--- src/rtl/fpwm_pkg.sv ---
package fpwm_pkg;

  // period mode codes
  localparam logic [2:0] PM_FIX8   = 3'd0;
  localparam logic [2:0] PM_FIX9   = 3'd1;
  localparam logic [2:0] PM_FIX10  = 3'd2;
  localparam logic [2:0] PM_PERREG = 3'd3;
  localparam logic [2:0] PM_CMPA   = 3'd4;

  // output mode codes
  localparam logic [1:0] OM_NORMAL = 2'd2;
  localparam logic [1:0] OM_INVERT = 2'd3;

  // flag bit positions
  localparam int FLG_END  = 0;
  localparam int FLG_CMPA = 1;
  localparam int FLG_CMPB = 2;
  localparam int FLG_PER  = 3;
  localparam int NUM_FLAGS = 4;

  localparam int NUM_CH = 2;

endpackage

--- src/rtl/fpwm_top_sel.sv ---
module fpwm_top_sel
  import fpwm_pkg::*;
#(
  parameter int CNT_W = 16
) (
  input  logic [2:0]       period_mode,
  input  logic [CNT_W-1:0] period_reg,
  input  logic [CNT_W-1:0] cmp_a_active,
  output logic [CNT_W-1:0] top_val,
  output logic [CNT_W-1:0] wr_mask
);

  localparam logic [CNT_W-1:0] ALL1   = {CNT_W{1'b1}};
  localparam logic [CNT_W-1:0] LIM8   = ALL1 >> (CNT_W - 8);
  localparam logic [CNT_W-1:0] LIM9   = ALL1 >> (CNT_W - 9);
  localparam logic [CNT_W-1:0] LIM10  = ALL1 >> (CNT_W - 10);

  always_comb begin
    top_val = ALL1;
    wr_mask = ALL1;
    case (period_mode)
      PM_FIX8:   begin top_val = LIM8;  wr_mask = LIM8;  end
      PM_FIX9:   begin top_val = LIM9;  wr_mask = LIM9;  end
      PM_FIX10:  begin top_val = LIM10; wr_mask = LIM10; end
      PM_PERREG: top_val = period_reg;
      PM_CMPA:   top_val = cmp_a_active;
      default:   top_val = ALL1;
    endcase
  end

endmodule

--- src/rtl/fpwm_counter.sv ---
module fpwm_counter #(
  parameter int CNT_W = 16
) (
  input  logic             clk,
  input  logic             rst_n,
  input  logic             tick,
  input  logic [CNT_W-1:0] top_val,
  output logic [CNT_W-1:0] count,
  output logic             roll
);

  logic [CNT_W-1:0] cnt_q;
  logic [CNT_W-1:0] cnt_d;
  logic             at_top;

  always_comb begin
    at_top = (cnt_q == top_val);
    roll   = tick && at_top;
    cnt_d  = cnt_q;
    if (tick) begin
      if (at_top) cnt_d = '0;
      else        cnt_d = cnt_q + CNT_W'(1);
    end
  end

  always_ff @(posedge clk or negedge rst_n) begin
    if (!rst_n) cnt_q <= '0;
    else        cnt_q <= cnt_d;
  end

  assign count = cnt_q;

endmodule

--- src/rtl/fpwm_chan.sv ---
module fpwm_chan
  import fpwm_pkg::*;
#(
  parameter int CNT_W = 16
) (
  input  logic             clk,
  input  logic             rst_n,
  input  logic             tick,
  input  logic             roll,
  input  logic             wr_en,
  input  logic [CNT_W-1:0] wr_val,
  input  logic [CNT_W-1:0] count,
  input  logic [1:0]       out_mode,
  output logic [CNT_W-1:0] active,
  output logic             match,
  output logic             pwm
);

  logic [CNT_W-1:0] buf_q, buf_d;
  logic [CNT_W-1:0] act_q, act_d;
  logic             wave_q, wave_d;

  always_comb begin
    buf_d  = wr_en ? wr_val : buf_q;
    act_d  = roll ? buf_q : act_q;
    match  = tick && (count == act_q);
    wave_d = wave_q;
    if (roll)       wave_d = 1'b1;
    else if (match) wave_d = 1'b0;
  end

  always_ff @(posedge clk or negedge rst_n) begin
    if (!rst_n) begin
      buf_q  <= '0;
      act_q  <= '0;
      wave_q <= 1'b0;
    end else begin
      buf_q  <= buf_d;
      act_q  <= act_d;
      wave_q <= wave_d;
    end
  end

  always_comb begin
    case (out_mode)
      OM_NORMAL: pwm = wave_q;
      OM_INVERT: pwm = ~wave_q;
      default:   pwm = 1'b0;
    endcase
  end

  assign active = act_q;

endmodule

--- src/rtl/fpwm_timer.sv ---
module fpwm_timer
  import fpwm_pkg::*;
#(
  parameter int CNT_W = 16
) (
  input  logic             clk,
  input  logic             rst_n,
  input  logic             tick,
  input  logic [2:0]       period_mode,
  input  logic [CNT_W-1:0] wr_data,
  input  logic             wr_cmp_a,
  input  logic             wr_cmp_b,
  input  logic             wr_period,
  input  logic [1:0]       out_mode_a,
  input  logic [1:0]       out_mode_b,
  input  logic [3:0]       flag_clr,
  output logic [CNT_W-1:0] count,
  output logic             pwm_a,
  output logic             pwm_b,
  output logic [3:0]       flags
);

  // reset: asserted asynchronously, released through two flops
  logic [1:0] rst_sync_q;
  logic       rst_q_n;

  always_ff @(posedge clk or negedge rst_n) begin
    if (!rst_n) rst_sync_q <= 2'b00;
    else        rst_sync_q <= {rst_sync_q[0], 1'b1};
  end
  assign rst_q_n = rst_sync_q[1];

  // period register, unbuffered
  logic [CNT_W-1:0] per_q, per_d;
  always_comb per_d = wr_period ? wr_data : per_q;

  always_ff @(posedge clk or negedge rst_q_n) begin
    if (!rst_q_n) per_q <= '0;
    else          per_q <= per_d;
  end

  logic [CNT_W-1:0]             top_val;
  logic [CNT_W-1:0]             wr_mask;
  logic [NUM_CH-1:0][CNT_W-1:0] act_val;
  logic [NUM_CH-1:0]            ch_match;
  logic [NUM_CH-1:0]            ch_pwm;
  logic [NUM_CH-1:0]            ch_wr;
  logic [NUM_CH-1:0][1:0]       ch_mode;
  logic                         roll;
  logic [CNT_W-1:0]             masked_data;

  assign ch_wr       = {wr_cmp_b, wr_cmp_a};
  assign ch_mode     = {out_mode_b, out_mode_a};
  assign masked_data = wr_data & wr_mask;

  fpwm_top_sel #(.CNT_W(CNT_W)) u_top_sel (
    .period_mode  (period_mode),
    .period_reg   (per_q),
    .cmp_a_active (act_val[0]),
    .top_val      (top_val),
    .wr_mask      (wr_mask)
  );

  fpwm_counter #(.CNT_W(CNT_W)) u_counter (
    .clk     (clk),
    .rst_n   (rst_q_n),
    .tick    (tick),
    .top_val (top_val),
    .count   (count),
    .roll    (roll)
  );

  for (genvar g = 0; g < NUM_CH; g++) begin : g_ch
    fpwm_chan #(.CNT_W(CNT_W)) u_chan (
      .clk      (clk),
      .rst_n    (rst_q_n),
      .tick     (tick),
      .roll     (roll),
      .wr_en    (ch_wr[g]),
      .wr_val   (masked_data),
      .count    (count),
      .out_mode (ch_mode[g]),
      .active   (act_val[g]),
      .match    (ch_match[g]),
      .pwm      (ch_pwm[g])
    );
  end

  assign pwm_a = ch_pwm[0];
  assign pwm_b = ch_pwm[1];

  // sticky flags, set wins over clear
  logic [NUM_FLAGS-1:0] flg_q, flg_d, flg_set;

  always_comb begin
    flg_set           = '0;
    flg_set[FLG_END]  = roll;
    flg_set[FLG_CMPA] = ch_match[0] || (roll && period_mode == PM_CMPA);
    flg_set[FLG_CMPB] = ch_match[1];
    flg_set[FLG_PER]  = roll && (period_mode == PM_PERREG);
    flg_d             = (flg_q & ~flag_clr) | flg_set;
  end

  always_ff @(posedge clk or negedge rst_q_n) begin
    if (!rst_q_n) flg_q <= '0;
    else          flg_q <= flg_d;
  end

  assign flags = flg_q;

endmodule

--- config.mk ---
export PLATFORM = sky130hd
export DESIGN_NAME = fpwm_timer
export DESIGN_NICKNAME = d
export VERILOG_FILES = /design/src/rtl/fpwm_pkg.sv /design/src/rtl/fpwm_top_sel.sv /design/src/rtl/fpwm_counter.sv /design/src/rtl/fpwm_chan.sv /design/src/rtl/fpwm_timer.sv
export SDC_FILE = /design/constraint.sdc
export NUM_CORES = 1
export LEC_CHECK = 0
export BUFFER_PORTS_ARGS = -buffer_cell sky130_fd_sc_hd__buf_2
export CORE_MARGIN = 4
export CORE_UTILIZATION = 45
export DETAILED_ROUTE_END_ITERATION = 8
export GPL_ROUTABILITY_DRIVEN = 0
export MAX_ROUTING_LAYER = met4
export PLACE_DENSITY = 0.68
export SYNTH_ARGS = -nofsm -noshare
export SYNTH_HDL_FRONTEND = slang
export SYNTH_HIERARCHICAL = 1
export SYNTH_SLANG_ARGS = --single-unit
--- constraint.sdc ---
create_clock -name clk -period 3.8 [get_ports clk]
set_clock_uncertainty 0.2 [all_clocks]
set_input_delay 0.19 -clock clk [delete_from_list [all_inputs] [get_ports clk]]
set_output_delay 0.19 -clock clk [all_outputs]
set_load 0.02 [all_outputs]
==> impl_metrics.py <==
metrics = {
    "global_routing": {
        "first_global_vias": 3794,
        "track_usage_pct": 18.9,
        "grt_antenna_before_repair": 0,
        "grt_pass1_wl_um": 19400,
        "grt-ovfl-total": 0,
        "grt_max_degree": 75,
    },
    "cells_and_area": {
        "design_area_mm2": 0.00609,
        "area_growth_syn_to_layout_pct": 13.7,
        "drive_above_1_share_pct": 33.0,
        "fin_nets": 542,
        "antenna_cells": 0,
        "finalNonFillerCells": 655,
    },
    "worst_setup_path": {
        "worstPathRequired_ns": 3.82,
        "regToRegSetupSlack_ns": 0.96,
        "worstPathArrival_ns": 2.86,
        "ff2ff_path_depth": 9,
        "cp-start-kind": "register",
        "cp_max_fo": 39,
        "crit_type": "register to register",
        "rr_startpoint": "g_ch[0].u_chan/active[11]$_DFFE_PN0P_",
        "endpoint_kind": "register",
        "rr_endpoint": "g_ch[0].u_chan/active[3]$_DFFE_PN0P_",
    },
    "floorplanning": {
        "fp.dieH_um": 117,
        "initial_core_util_pct": 46.5,
        "die_w_um": 117,
        "fp-row-count": 39,
        "die_area_mm2": 0.0137,
        "io_pins": 55,
        "core_area_mm2": 0.0115,
    },
    "synth": {
        "synth_simple_gate_area_share_pct": 11.0,
        "netlist.area_leader.share_pct": 48.6,
        "ys_ff_latch": 104,
        "synth_edf_count": 0,
        "synth.cell_area_mm2": 0.00536,
        "syn_avg_cell_area_um2": 11.9,
        "synth_fa_ha_area_share_pct": 0.234,
        "ys_async_sr_fraction_pct": 100,
        "muxShareOfSynthArea_pct": 17.5,
        "synth_area_leaders": "dfrtp_1, mux2_2, xnor2_1",
        "synth_ff_type": "dfrtp_1",
        "synth_compound_area_share_pct": 7.33,
        "synth_largest_area_cell": "dfrtp_1",
        "synth_cell_types": 53,
        "synthXorXnorAreaFrac_pct": 9.48,
        "ys_warn_count": 6,
        "synth_top_family_by_area": "multiplexers",
        "synth-seq-area-share_pct": 48.6,
        "synthCells": 450,
    },
    "timing": {
        "fin_crit_sh_pct": 74.8,
        "hold_viol": 0,
        "slew_headroom_pct": 37.5,
        "rsz0062_at_grt": "no",
        "max_slew.worst_pin.slew_ns": 0.938,
        "finalMaxSlewViolations": 0,
        "layout_min_cycle_time_ns": 2.84,
        "fin_tns_setup_ns": 0,
        "fmax_ghz": 0.352,
        "setup_violations": 0,
        "fin_ws_ns": 0.959,
    },
    "min_path": {
        "hold_depth": 3,
        "hold_path_end": "flags[3]$_DFF_PN0_",
        "min_from": "period_mode[0]",
        "holdCritPathClass": "input pin to register",
    },
    "clock_tree": {
        "cts_tree": "yes",
        "root_buffer": "clkbuf_16",
        "clkTransAtPathRegs_ns": 0.07,
        "cts_resized": 0,
        "ctsHoldBuffers": 21,
        "post_cts_buffers": 0,
        "insertion_delay_ns": 0.34,
        "clock_path_buffers": 2,
        "cts.sinks": 104,
        "h-tree-depth": 3,
        "cts_buffers": 9,
    },
    "place": {
        "dpl.cell_count": 619,
        "port_buffers": 54,
        "dp_hpwl_um": 8330,
        "place_ws_ns": 0.771,
        "placed_area_mm2": 0.00559,
    },
    "detailed_routing": {
        "wirelength_um": 11700,
        "ant_nets": 0,
        "wl_per_cell_um": 17.9,
        "drt_iter0_drc": 278,
        "drt_drc_violations_left": 0,
        "vias_per_cell": 5.51,
        "drtPass1Iterations": 5,
        "vias": 3611,
    },
    "power": {
        "vdd.ir_drop.worst_uv": 207,
        "p_per_area_mw_per_mm2": 424,
        "power.total_mw": 2.58,
        "p_leak_nw": 2.80,
    },
    "flow_run": {
        "max-cap-violations": 0,
    },
    "status": {
        "run_status": "finished clean",
    },
}
## worst max path at each step
| stage | depth (start not counted) | end | from |
|---|---|---|---|
| after floorplan | 0 | flags[0]$_DFF_PN0_ | rst_sync_q[1]$_DFF_PN0_ |
| after global placement | 10 | g_ch[0].u_chan/active[0]$_DFFE_PN0P_ | period_mode[1] |
| after detailed placement | 10 | g_ch[0].u_chan/active[2]$_DFFE_PN0P_ | period_mode[1] |
| after CTS | 9 | g_ch[0].u_chan/active[2]$_DFFE_PN0P_ | g_ch[0].u_chan/active[11]$_DFFE_PN0P_ |
| after global routing | 9 | g_ch[0].u_chan/active[9]$_DFFE_PN0P_ | g_ch[0].u_chan/active[10]$_DFFE_PN0P_ |
| final | 9 | g_ch[0].u_chan/active[3]$_DFFE_PN0P_ | g_ch[0].u_chan/active[11]$_DFFE_PN0P_ |
## metal layers
metal	share of wire, %	vias to the layer above	track usage [%]
li1	-	1685	-
met1	45	1803	25.3
met2	48	100	28.7
met3	4.4	23	2.52
met4	2.7	0	8.72
met5	0	-	-
## kinds of logic (layout without fill, tap and decap cells)
| logic type | count (synthesis) | count (layout) |
|---|---|---|
| flops | 104 | 104 |
| simple gates | 99 | 99 |
| mux | 80 | 80 |
| compound gates | 60 | 60 |
| xor+xnor | 58 | 58 |
| buf+inv | 46 | 101 |
| other cells | 2 | 9 |
| fa+ha+maj | 1 | 1 |
## cells in the mapped netlist, types with 7 or more instances
cell type  number
nor3_1          7
o21ai_0        12
nand2_1        12
buf_2           9
buf_4          18
nand4_1        23
mux2_4         10
a21oi_1        19
o22a_1          8
and2_1         18
nand3_1         8
xor2_1          7
mux2_2         70
dfrtp_1       104
inv_1           7
xnor2_1        51
## state kept, by name, summed over array words and instances, names as in the netlist
register	cells
u_counter/count	16
g_ch.u_chan/active	32
rst_sync_q	2
flags	4
g_ch.u_chan/wave_q	2
g_ch.u_chan/buf_q	32
per_q	16
## cell type report
type | count | area, µm²
timing repair buffer | 78 | 515
clock inverter | 5 | 58.8
tap | 143 | 179
sequential | 104 | 2610
clock buffer | 10 | 229
fill | 996 | 5420
multi-input combinational | 307 | 2470
inverter | 8 | 30.0
## report_power, final
group          internal [mW]  switching [mW]  leakage, nW
clock                  0.507           0.382        0.135
combinational          0.197           0.193         1.31
sequential              1.18           0.123         1.36
## layout by cell type (no fill, tap or decap), types with 2 or more instances in the layout
cell type      netlist  layout
o21ai_1              4       4
mux2_2              70      70
nor2_1               5       5
clkbuf_16            0       9
xor2_1               7       7
buf_2                9      54
xnor2_1             51      51
conb_1               2       9
a21o_1               3       3
dlygate4sd3_1        0      21
o211ai_1             2       2
nand2_1             12      12
or2_2                3       3
inv_1                7       7
nor3_1               7       7
o21ai_0             12      12
nand3_1              8       8
a31oi_1              2       2
mux2_4              10      10
buf_4               18       2
nand4_1             23      23
a21oi_2              2       2
o22a_1               8       8
and3_1               5       5
o22ai_2              2       2
a21oi_1             19      19
and2_1              18      18
dfrtp_1            104     103
nand2b_1             2       2
nor4_1               4       4
clkinvlp_4           0       2
## worst max-delay path, stage by stage (launching register included)
cell and delay (ns):
dfrtp_1 0.42, o21ai_0 0.19, o21ai_0 0.20, xnor2_1 0.22, nand4_1 0.15, nor4_4 0.23, buf_4 0.28, and2_2 0.21
buf_12 0.21, mux2_2 0.36
## stage by stage
step | util [%] | hold slack, ns
5_1_grt | 52.9 | 0.0945
6_report | 52.9 | 0.0611
3_3_place_gp | 48.6 | -0.226
3_5_place_dp | 48.6 | -0.225
4_1_cts | 52.9 | 0.0600
2_1_floorplan | - | -0.306
(Power assumes the default switching activity.)
